**config.mk**
```make
export PLATFORM = sky130hd
export DESIGN_NAME = booth_mul_seq
export DESIGN_NICKNAME = d
export VERILOG_FILES = /design/src/rtl/booth_pkg.sv /design/src/rtl/booth_recode.sv /design/src/rtl/booth_addend.sv /design/src/rtl/booth_ctrl.sv /design/src/rtl/booth_dp.sv /design/src/rtl/booth_mul_seq.sv
export SDC_FILE = /design/constraint.sdc
export NUM_CORES = 1
export LEC_CHECK = 0
export ABC_AREA = 1
export BUFFER_PORTS_ARGS = -buffer_cell sky130_fd_sc_hd__clkbuf_2
export CAP_MARGIN = 40
export CORE_AREA = 5 5 104 106
export CTS_CLUSTER_SIZE = 20
export DETAILED_ROUTE_END_ITERATION = 16
export DIE_AREA = 0 0 109 111
export GPL_TIMING_DRIVEN = 0
export PLACE_DENSITY = 0.77
export SYNTH_ARGS = -nofsm -noshare
export SYNTH_HDL_FRONTEND = slang
export SYNTH_SLANG_ARGS = --single-unit
```
**constraint.sdc**
```tcl
create_clock -name clk -period 2.6 [get_ports clk]
set_input_delay 0 -clock clk [delete_from_list [all_inputs] [get_ports clk]]
set_output_delay 0 -clock clk [all_outputs]
set_load 0.02 [all_outputs]
```
**src/rtl/booth_pkg.sv**
```systemverilog
package booth_pkg;

  // Term that a recoded multiplier window adds into the accumulator.
  typedef enum logic [2:0] {
    OP_NONE = 3'd0,
    OP_P1   = 3'd1,
    OP_P2   = 3'd2,
    OP_M1   = 3'd3,
    OP_M2   = 3'd4
  } booth_op_e;

  typedef enum logic [1:0] {
    ST_IDLE = 2'd0,
    ST_STEP = 2'd1,
    ST_OUT  = 2'd2
  } booth_state_e;

endpackage

```
**src/rtl/booth_recode.sv**
```systemverilog
module booth_recode
  import booth_pkg::*;
(
  input  logic [2:0] window,
  output booth_op_e  op
);

  // radix-4 recoding of the overlapping window {b(2i+1), b(2i), b(2i-1)}
  always_comb begin
    unique case (window)
      3'b001, 3'b010: op = OP_P1;
      3'b011:         op = OP_P2;
      3'b100:         op = OP_M2;
      3'b101, 3'b110: op = OP_M1;
      default:        op = OP_NONE;
    endcase
  end

endmodule

```
**src/rtl/booth_addend.sv**
```systemverilog
module booth_addend
  import booth_pkg::*;
#(
  parameter int N     = 16,
  parameter int ACC_W = N + 2
) (
  input  logic [N-1:0]     mcand,
  input  booth_op_e        op,
  output logic [ACC_W-1:0] addend
);

  localparam int EXT1 = ACC_W - N;
  localparam int EXT2 = ACC_W - N - 1;

  logic [ACC_W-1:0] m1;
  logic [ACC_W-1:0] m2;

  // Sign-extended multiplicand and its doubled form
  assign m1 = {{EXT1{mcand[N-1]}}, mcand};
  assign m2 = {{EXT2{mcand[N-1]}}, mcand, 1'b0};

  always_comb begin
    unique case (op)
      OP_P1:   addend = m1;
      OP_P2:   addend = m2;
      OP_M1:   addend = ~m1 + 1'b1;
      OP_M2:   addend = ~m2 + 1'b1;
      default: addend = '0;
    endcase
  end

endmodule

```
**src/rtl/booth_ctrl.sv**
```systemverilog
module booth_ctrl
  import booth_pkg::*;
#(
  parameter int N = 16
) (
  input  logic clk,
  input  logic rst,
  input  logic start,
  output logic load,
  output logic step,
  output logic finish,
  output logic busy
);

  localparam int STEPS = N / 2;
  localparam int CNT_W = (STEPS > 1) ? $clog2(STEPS) : 1;
  localparam logic [CNT_W-1:0] LAST = CNT_W'(STEPS - 1);

  booth_state_e     state;
  logic [CNT_W-1:0] cnt;

  assign busy   = (state != ST_IDLE);
  assign load   = (state == ST_IDLE) && start;
  assign step   = (state == ST_STEP);
  assign finish = (state == ST_OUT);

  always_ff @(posedge clk) begin
    if (rst) begin
      state <= ST_IDLE;
      cnt   <= '0;
    end else begin
      unique case (state)
        ST_IDLE: begin
          if (start) begin
            state <= ST_STEP;
            cnt   <= '0;
          end
        end
        ST_STEP: begin
          if (cnt == LAST) state <= ST_OUT;
          else             cnt   <= cnt + 1'b1;
        end
        default: state <= ST_IDLE;
      endcase
    end
  end

endmodule

```
**src/rtl/booth_dp.sv**
```systemverilog
module booth_dp #(
  parameter int N     = 16,
  parameter int ACC_W = N + 2
) (
  input  logic             clk,
  input  logic             rst,
  input  logic             load,
  input  logic             step,
  input  logic [N-1:0]     a_in,
  input  logic [N-1:0]     b_in,
  input  logic [ACC_W-1:0] addend,
  output logic [2:0]       window,
  output logic [N-1:0]     mcand,
  output logic [N-1:0]     acc_lo,
  output logic [N-1:0]     mplr
);

  logic [ACC_W-1:0] acc;
  logic             guard;
  logic [ACC_W-1:0] sum;

  assign sum    = acc + addend;
  assign window = {mplr[1:0], guard};
  assign acc_lo = acc[N-1:0];

  always_ff @(posedge clk) begin
    if (rst) begin
      acc   <= '0;
      mplr  <= '0;
      guard <= 1'b0;
      mcand <= '0;
    end else if (load) begin
      acc   <= '0;
      mplr  <= b_in;
      guard <= 1'b0;
      mcand <= a_in;
    end else if (step) begin
      // Arithmetic right shift by two of the {sum, mplr, guard} chain
      acc   <= {{2{sum[ACC_W-1]}}, sum[ACC_W-1:2]};
      mplr  <= {sum[1:0], mplr[N-1:2]};
      guard <= mplr[1];
    end
  end

endmodule

```
**src/rtl/booth_mul_seq.sv**
```systemverilog
module booth_mul_seq
  import booth_pkg::*;
#(
  parameter int N = 16
) (
  input  logic           clk,
  input  logic           rst,
  input  logic           start,
  input  logic [N-1:0]   op_a,
  input  logic [N-1:0]   op_b,
  output logic           done,
  output logic [2*N-1:0] product
);

  localparam int ACC_W = N + 2;

  logic             load;
  logic             step;
  logic             finish;
  logic             busy;
  logic [2:0]       window;
  booth_op_e        op;
  logic [N-1:0]     mcand;
  logic [N-1:0]     acc_lo;
  logic [N-1:0]     mplr;
  logic [ACC_W-1:0] addend;

  booth_ctrl #(.N(N)) u_ctrl (
    .clk    (clk),
    .rst    (rst),
    .start  (start),
    .load   (load),
    .step   (step),
    .finish (finish),
    .busy   (busy)
  );

  booth_recode u_recode (
    .window (window),
    .op     (op)
  );

  booth_addend #(.N(N), .ACC_W(ACC_W)) u_addend (
    .mcand  (mcand),
    .op     (op),
    .addend (addend)
  );

  booth_dp #(.N(N), .ACC_W(ACC_W)) u_dp (
    .clk    (clk),
    .rst    (rst),
    .load   (load),
    .step   (step),
    .a_in   (op_a),
    .b_in   (op_b),
    .addend (addend),
    .window (window),
    .mcand  (mcand),
    .acc_lo (acc_lo),
    .mplr   (mplr)
  );

  // Registered result and completion pulse
  always_ff @(posedge clk) begin
    if (rst) begin
      done    <= 1'b0;
      product <= '0;
    end else begin
      done <= finish;
      if (finish) product <= {acc_lo, mplr};
    end
  end

endmodule

```
# == After elaboration in Yosys (flattened, before gate mapping) ==
# Index checks and enable logic that the tools add are counted.
# op_classes
bitwise_logic,2
div,0
reduce_logical,9
n_eq_ne,16
add_sub_neg,4
n_mux,10
shifts,0
n_mul,0
n_lt_le_gt_ge,0
# op_table
op,count
one-hot mux 18 bit (4 select lines),1
adder 18 x 1 -> 18 bit (second input constant),2
inverter 18 bit,2
two-way mux 16 bit,2
adder 18 bit,1
equality test 3 bit (second input constant),5
equality test 3 x 2 -> 1 bit (second input constant),4
one-hot mux 3 bit (4 select lines),1
equality test 3 x 1 -> 1 bit (second input constant),2
two-way mux 3 bit,2
one-hot mux 3 bit (2 select lines),1
OR reduction 2 bit,3
two-way mux 2 bit,2
inequality test 2 bit (second input constant),2
one-hot mux 2 bit (2 select lines),1
nonzero test 2 bit,2
adder 3 x 1 -> 3 bit (second input constant),1
AND reduction 3 bit,1
equality test 2 x 1 -> 1 bit (second input constant),1
equality test 2 bit (second input constant),1
zero test 2 bit,1
inequality test 2 x 1 -> 1 bit (second input constant),1
AND reduction 2 bit,1
logical AND 1 bit,1
# totals
latchBits,0
mem_bits_rw,0
romBits,0
reg_bits,87
output_inout_bits,33
mem_count,0
inputBits,35

# == Depth between registers and ports, before layout ==
# Gate-level depths: netlist of run 1.
# logic_depth
word_depth,8
ltp_mapped,23
ltp_nobuf,23

# == By module ==
# From an unflattened synthesis of run 1, not the netlist that was laid out.
# unflattened
cells_unflattened,858
hier_area_um2,5392.7
# by_module_without_submodules
module,cells_per_inst,area_each_um2,seq_area_each_um2,n_inst
booth_dp,422,2835.2,980.9,1
booth_mul_seq,206,1352.5,660.6,1
booth_addend,178,888.4,0.0,1
booth_ctrl,43,271.5,100.1,1
booth_recode,9,45.0,0.0,1

# == Worst setup path after synthesis of run 1 ==
# Ideal clock, no wire load.
# synth_path
path_kind,register to register
start,reg u_dp.mcand[0]
end,reg u_dp.acc[15] (netlist name)
stages_incl_launch_ff,24
arrival_time_ns,2.525
required_ns,2.487
n_path_buf,0
setup_time_ns,0.113
path_slack_ns,-0.037
path_cell_list,dfxtp_1 inv_1 ha_1 nand3_4 nor2_8 inv_1 nor2_1 nor2_1 nand2_1 o21ai_0 a21oi_1 o21ai_0 ha_1 nand2_2 nor2_2 inv_1 nor2_1 nand3b_1 nand3_2 nand2_2 nand2_1 nor2_1 nor2_1 nor2_1
# synth_via
elab_chain_cells,4
elab_cells_between_ends,6
cone_classes,add/sub (3); mux (1); bitwise (2)
# synth_rtl
element,line_no,rtl
"start, declared",booth_dp.sv:13,"output logic [N-1:0] mcand,"
"start signal, assigned",booth_dp.sv:36,mcand <= a_in;
"inverter 18 bit, on equally long branches","booth_addend.sv:26, booth_addend.sv:27",
"adder 18 x 1 -> 18 bit, on equally long branches","booth_addend.sv:26, booth_addend.sv:27",
one-hot mux 18 bit (4 select lines) *,booth_addend.sv:23,unique case (op)
adder 18 bit *,booth_dp.sv:22,assign sum = acc + addend;
# Every way passes the cells marked *; elsewhere a longest branch is shown, timed or not.
# A chain may end at the register's enable or synchronous reset.

# == Final worst setup path of run 1 ==
# layout_path
start,reg u_dp.mcand[1]
end,reg u_dp.acc[13]
# layout_via
elab_chain_cells,4
elab_cells_between_ends,6
cone_classes,add/sub (3); mux (1); bitwise (2)
# layout_rtl
element,line_no,rtl
"inverter 18 bit, on equally long branches","booth_addend.sv:26, booth_addend.sv:27",
"adder 18 x 1 -> 18 bit, on equally long branches","booth_addend.sv:26, booth_addend.sv:27",
one-hot mux 18 bit (4 select lines) *,booth_addend.sv:23,
adder 18 bit *,booth_dp.sv:22,
"end signal, assigned",booth_dp.sv:39,"acc <= {{2{sum[ACC_W-1]}}, sum[ACC_W-1:2]};"
"end, declared",booth_dp.sv:18,logic [ACC_W-1:0] acc;
# Marked as above.

==> results.tsv, run 1 <==
stage	metric	value	unit
worst_setup_path	end_kind	flop	
power_and_ir_drop	power.share.switching	31.5	%
logic_synthesis	synth_fp_nets	769	
logic_synthesis	yosysMostFrequentCell	nand2_1	
logic_synthesis	syn_area_per_cell	6.92	um2
worst_hold_path	min_to	u_dp.mplr[2]$_SDFFE_PP0P_	
worst_setup_path	cp_max_fo	4	
floorplanning	fp.dieH	111	um
logic_synthesis	async_reset_ff_share	0	%
finish	area_growth	33.2	%
logic_synthesis	synth_cell_type_count	42	
place	dpl.hpwl	10700	um
finish	nets	915	
worst_setup_path	rrSetupSlack	-0.24	ns
power_and_ir_drop	power_density	511	nW/um2
power_and_ir_drop	total_power	0.00336	W
power_and_ir_drop	p_sw	0.00106	W
timing	finClkSkew	0.00771	ns
global_route	grt_pass1_wl	24700	um
timing	tightestPinTransition	0.544	ns
timing	post-route-period-util	109	%
timing	slew_violations	0	
timing	slew_headroom	63.7	%
global_route	grt_max_degree	17	
route	ant_nets	0	
floorplanning	std_cell_rows	36	
power_and_ir_drop	p_seq_share	42.9	%
global_route	grt.total_usage	25.5	%
worst_setup_path	reg2reg_to	u_dp.acc[13]$_SDFFE_PP0P_	
logic_synthesis	ys_ff_latch	87	
finish	nFillCells	812	
logic_synthesis	synth_cells	713	
worst_setup_path	r2r-start	u_dp.mcand[1]$_SDFFE_PP0P_	
power_and_ir_drop	leakage	3.12	nW
power_and_ir_drop	pwr-share-clk	32.4	%
power_and_ir_drop	pwr-share-comb	24.7	%
timing	setup_viol	9	
finish	final_area	6580	um2
clock_network	cts_buffers	9	
finish	drive_above_1_share	26.0	%
worst_hold_path	holdCritStartpoint	start	
route	drcViolationCount	0	
floorplanning	core_area	9680	um2
floorplanning	start_util	51.0	%
clock_network	cts_tree	done	
route	drtIter0Drc	345	
route	wl	15600	um
logic_synthesis	synth_edf_count	0	
place	port_buffers	67	
clock_network	clkSlewWorstSetupHoldPaths	0.09	ns
route	wl_per_cell	15.6	um
route	vias	5372	
worst_hold_path	holdPathStages	4	
timing	setup_ws	-0.240	ns
clock_network	clkSinkCount	87	
logic_synthesis	syn_area	4940	um2
logic_synthesis	ys_seq_area_share	35.3	%
global_route	grt_overflow_total	0	
power_and_ir_drop	ir_drop	0.370	mV
global_route	first_global_vias	5238	
run	max_cap_viol_count	0	
logic_synthesis	synth_flop_cell	dfxtp_1	
timing	fin_setup_tns	-0.892	ns
floorplanning	die-area	12100	um2
timing	finalCriticalPeriod	2.84	ns
timing	hold_viol_final	0	
logic_synthesis	synth.top_cell.area_share	35.3	%
route	dr.pass1.iters	5	
worst_setup_path	path_class	flop to flop	
worst_setup_path	cp-start-kind	flop	
worst_setup_path	cp.arrival	3.12	ns
outcome	status	complete, but fails checks	
clock_network	root_buffer	clkbuf_8	
logic_synthesis	yosysWarnings	0	
floorplanning	ios	68	
power_and_ir_drop	p_int	0.00230	W
timing	timing.fmax	352	MHz
route	drt-vias-per-instance	5.38	
outcome	violations	setup timing	
timing	rsz0062_at_grt	yes	
global_route	antenna_found_initial	1	
logic_synthesis	yosys.area.top_type	dfxtp_1	
clock_network	clk_latency	0.37	ns
clock_network	cts_buffer_depth	2	
place	placed_cell_area	5450	um2
timing	holdWs	0.172	ns
place	routabilityCongestion	0.914	
worst_hold_path	hp-class	input port to flop	
logic_synthesis	yosys-top-cells-count	119 x nand2_1, 99 x nor2_1, 91 x o21ai_0, 87 x dfxtp_1, 80 x inv_1	
logic_synthesis	synthTopCellsByArea	dfxtp_1 35%, o21ai_0 9.2%, nand2_1 9.0%	
floorplanning	dieWidth	109	um
worst_setup_path	cp_data_required_time	2.88	ns
worst_setup_path	rr_worst_depth	23	
clock_network	h-tree-depth	3	
per-stage QoR:
step	worst slack, ns	cells	util [%]
CTS	-0.0972	988	65.7
global placement	-0.507	913	56.3
floorplan	0.00548	713	-
global route	-0.398	998	67.9
finish	-0.240	998	67.9
detailed placement	-0.541	913	56.3
power by group through the flow:
stage	clock network [W]	registers [W]	logic [W]
5_1_grt	0.00116	0.00145	0.000906
3_3_place_gp	0	0.00147	0.000591
6_report	0.00109	0.00144	0.000831
4_1_cts	0.00110	0.00144	0.000744
2_1_floorplan	0	0.00145	0.000453
3_5_place_dp	0	0.00147	0.000603
repair_timing:
| action | in CTS | in global routing |
|---|---|---|
| hold buffers | 33 | 0 |
| endpoints found under the hold margin | 34 | 0 |
| setup buffers | 26 | 9 |
| pin swaps | 26 | 27 |
| setup endpoints to repair | 15 | 13 |
| resized for setup | 52 | 33 |
area by class of cell:
class / instances / area (um2) / area share, %
Sequential cell: 87 / 1750 / 26.7
Clock inverter: 7 / 106 / 1.62
Buffer: 25 / 120 / 1.83
Inverter: 87 / 332 / 5.04
Antenna cell: 1 / 2.50 / 0.0380
Timing Repair Buffer: 135 / 945 / 14.4
Multi-Input combinational cell: 514 / 3030 / 46.1
Clock buffer: 9 / 124 / 1.88
Tap cell: 133 / 166 / 2.53
state kept, by name (all words and copies together), names as in the netlist:
signal and count:
done 1, product 32, u_ctrl.cnt 3, u_ctrl.state 2, u_dp.acc 16, u_dp.guard 1, u_dp.mcand 16, u_dp.mplr 16
worst max path at each step:
stage | startpoint | endpoint
finish | u_dp.mcand[1]$_SDFFE_PP0P_ | u_dp.acc[13]$_SDFFE_PP0P_
global route | u_dp.mcand[1]$_SDFFE_PP0P_ | u_dp.acc[15]$_SDFFE_PP0P_
CTS | u_dp.mcand[2]$_SDFFE_PP0P_ | u_dp.acc[15]$_SDFFE_PP0P_
detailed placement | u_dp.mplr[0]$_SDFFE_PP0P_ | u_dp.acc[14]$_SDFFE_PP0P_
global placement | u_dp.mplr[0]$_SDFFE_PP0P_ | u_dp.acc[14]$_SDFFE_PP0P_
floorplan | u_dp.mcand[0]$_SDFFE_PP0P_ | u_dp.acc[13]$_SDFFE_PP0P_
metal layers:
| metal | part of all wire (%) | wire length, um | GRT usage (%) |
|---|---|---|---|
| met5 | 0 | 0 | 0 |
| met4 | 3.6 | 563 | 11.9 |
| met2 | 50 | 7850 | 44.0 |
| met3 | 5.7 | 881 | 4.72 |
| met1 | 40 | 6260 | 30.1 |
cells by family (layout without fill, tap and decap cells):
| family | Yosys count | after routing | synth area share, % |
|---|---|---|---|
| flip-flops | 87 | 87 | 35.3 |
| buffers and inverters | 112 | 263 | 8.87 |
| AND/OR/NAND/NOR | 289 | 289 | 26.7 |
| other | 0 | 1 | 0 |
| adder cells (fa/ha/maj) | 21 | 21 | 5.47 |
| AO/OA/AOI/OAI | 187 | 187 | 20.7 |
| XOR/XNOR | 17 | 17 | 3.02 |
worst max-delay path, stage by stage (launching register included):
cell and delay [ns]:
dfxtp_2 0.34, inv_4 0.08, ha_4 0.15, nand3_4 0.10, nor2_8 0.15, inv_2 0.05
nor2_2 0.09, nor2_2 0.06, nand2_1 0.05, o21ai_1 0.06, a21oi_1 0.17, o21ai_1 0.15
ha_1 0.38, nand2_1 0.08, nand2_1 0.07, o21bai_1 0.15, inv_1 0.11, nor2_2 0.05
nor3_2 0.19, nand2_1 0.07, nand2_1 0.06, nand3_1 0.06, nand2_1 0.07, inv_1 0.03
cell usage in the layout (no fill, tap or decap), drive strengths merged, types with 15 or more instances in the layout:
| master | netlist | layout |
|---|---|---|
| a21oi | 64 | 64 |
| ha | 20 | 20 |
| nand3 | 35 | 35 |
| buf | 11 | 46 |
| o21ai | 92 | 92 |
| inv | 86 | 87 |
| nor2 | 112 | 112 |
| nand2 | 127 | 127 |
| xor2 | 15 | 15 |
| dfxtp | 87 | 87 |
| dlygate4sd3 | 0 | 33 |
| clkbuf | 14 | 90 |
Power figures use the tool's default switching activity.
==> run 2: changes to the inputs <==
- REMOVE_ABC_BUFFERS: not set -> 1
==> results.tsv, run 2 (same netlist as run 1, synthesis figures left out) <==
stage	metric	value	unit	change
outcome	status	complete, but fails checks		
outcome	violations	setup timing		
timing	post-route-period-util	110	%	+0.70 points
worst_setup_path	cp_data_required_time	2.92	ns	+0.04 ns
timing	hold_viol_final	0		unchanged
timing	fin_setup_tns	-1.87	ns	-0.974 ns
floorplanning	start_util	51.0	%	unchanged
floorplanning	core_area	9680	um2	unchanged
worst_setup_path	cp.arrival	3.18	ns	+0.06 ns
worst_setup_path	cp_common_cell	nand2_1		
floorplanning	std_cell_rows	36		unchanged
route	drtIter0Drc	357		+3.5%
worst_setup_path	cp_max_fo	4		unchanged
finish	drive_above_1_share	29.1	%	+3.1 points
place	port_buffers	67		unchanged
clock_network	root_buffer	clkbuf_8		
timing	slew_violations	0		unchanged
timing	slew_headroom	42.4	%	-21 points
worst_setup_path	end_kind	flop		
place	placed_cell_area	5380	um2	-1.4%
route	dr.pass1.iters	5		unchanged
power_and_ir_drop	leakage	3.12	nW	+0.22%
route	drt-vias-per-instance	5.33		-1.0%
worst_hold_path	hp-class	input port to flop		
clock_network	clkSlewWorstSetupHoldPaths	0.10	ns	about the same
global_route	first_global_vias	5247		+0.17%
global_route	grt_overflow_total	0		unchanged
timing	setup_ws	-0.258	ns	-0.0183 ns
timing	tightestPinTransition	0.863	ns	+0.319 ns
place	routabilityCongestion	0.924		+1.1%
route	drcViolationCount	0		unchanged
timing	setup_viol	13		+4
place	dpl.hpwl	9710	um	-9.7%
power_and_ir_drop	power_density	493	nW/um2	-3.4%
finish	area_growth	34.8	%	
finish	final_cell_mix	99 x nand2_1, 88 x nor2_1, 82 x dfxtp_1, 78 x o21ai_0, 69 x inv_1		
finish	n_antenna_cell	0		-1
route	ant_nets	0		unchanged
global_route	grt_max_degree	61		+44
floorplanning	fp.dieH	111	um	unchanged
finish	nets	900		-1.6%
worst_setup_path	path_cells	inv_4 -> ha_4 -> nand3_4 -> nor2_8 -> inv_2 -> nor3_2 -> nor2_1 -> a21oi_2 -> a21oi_1 -> o21ai_1 -> ha_1 -> nand2_2 -> inv_1 -> nand2_1 -> nand2_2 -> a21oi_2 -> nand2_1 -> nor2_1 -> nand2_1 -> nand4_1 -> nand2_1 -> nor2_1		
clock_network	clkSinkCount	87		unchanged
clock_network	clk_latency	0.38	ns	about the same
global_route	antenna_found_initial	0		-1
route	wl	15300	um	-1.9%
finish	regMostFlops	product		
timing	finalCriticalPeriod	2.86	ns	+0.0183 ns
place	pre_cts_slack	-0.567	ns	-0.0257 ns
worst_setup_path	worst_path_max_delay_cell	dfxtp_2		
clock_network	h-tree-depth	3		unchanged
worst_setup_path	path_class	flop to flop		
clock_network	cts_buffers	9		unchanged
finish	largest_reg_flops	32		unchanged
power_and_ir_drop	total_power	0.00328	W	-2.3%
worst_setup_path	cpPeakStageDelay	0.34	ns	-0.04 ns
global_route	grt.total_usage	25.2	%	-0.30 points
clock_network	cts_tree	done		
floorplanning	dieWidth	109	um	unchanged
finish	final_area	6660	um2	+1.2%
route	wl_per_cell	15.5	um	-0.31%
floorplanning	ios	68		unchanged
worst_setup_path	cp-start-kind	flop		
floorplanning	die-area	12100	um2	unchanged
finish	final_common_cell	nand2_1		
timing	rsz0062_at_grt	yes		
route	vias	5231		-2.6%
run	max_cap_viol_count	0		unchanged
timing	finClkSkew	0.0134	ns	+0.00564 ns
timing	timing.fmax	350	MHz	-0.64%
global_route	grt_pass1_wl	24700	um	-0.11%
clock_network	cts_buffer_depth	2		unchanged
power_and_ir_drop	ir_drop	0.301	mV	-18%
-- run 2: cell count changes in the layout (fill, tap and decap cells not counted), sizes merged --
cell / previous run / this run
bufinv: 2 / 1
dlygate4sd3: 33 / 34
buf: 46 / 44
clkinvlp: 1 / 4
diode: 1 / 0
clkinv: 4 / 3
inv: 87 / 84
clkbuf: 90 / 78
-- run 2: critical path, delay by kind of cell, from the launching register on --
kind | cells | cell delay, ns
simple gates | 13 | 1.28
compound gates | 4 | 0.52
fa+ha+maj | 2 | 0.48
flops | 1 | 0.34
buf+inv | 3 | 0.19
-- run 2: final timing paths --
| path | start | end | slack [ns] | depth (start not counted) |
|---|---|---|---|---|
| setup / recovery | u_dp.mcand[0]$_SDFFE_PP0P_ | u_dp.acc[15]$_SDFFE_PP0P_ | -0.26 | 22 |
| hold / removal | rst | u_dp.mplr[14]$_SDFFE_PP0P_ | 0.02 | 2 |
| setup reg to reg | u_dp.mcand[0]$_SDFFE_PP0P_ | u_dp.acc[15]$_SDFFE_PP0P_ | -0.26 | 22 |
| hold reg to reg | u_dp.mplr[6]$_SDFFE_PP0P_ | product[6]$_SDFFE_PP0P_ | 0.48 | 2 |
-- run 2: routing by layer --
metal | global-route usage (%) | vias to the layer above | wire [um]
met5 | 0 | - | 0
met3 | 4.54 | 31 | 648
met1 | 30.5 | 2437 | 6500
li1 | - | 2608 | -
met2 | 44.1 | 155 | 7810
met4 | 8.84 | 0 | 297
-- run 2: power breakdown --
group / internal, W / switching, W
Combinational: 0.000348 / 0.000485
Sequential: 0.00139 / 0.0000541
Clock: 0.000480 / 0.000528
Total: 0.00222 / 0.00107
-- run 2: area by class of cell --
class | count | area, um2
timing repair buffer | 145 | 1070
inverter | 87 | 344
tap | 133 | 166
multi-input combinational | 514 | 3120
clock buffer | 11 | 141
fill | 801 | 3030
sequential | 87 | 1750
clock inverter | 5 | 63.8
-- run 2: timing repair --
action,CTS,global route
hold buffers,34,0
hold endpoints to repair,32,0
endpoints found under the setup margin,16,19
buffers inserted,32,10
gates resized for setup,77,38
pin swaps,38,27
-- run 2: stage by stage --
stage                     utilization, %  instances  hold WS, ns
after floorplan                        -        688       0.0691
after global placement              55.0        888        0.273
after detailed placement            55.5        890        0.273
after CTS                           66.6        972     0.000231
after global routing                68.7        982       0.0286
final                               68.7        982       0.0164
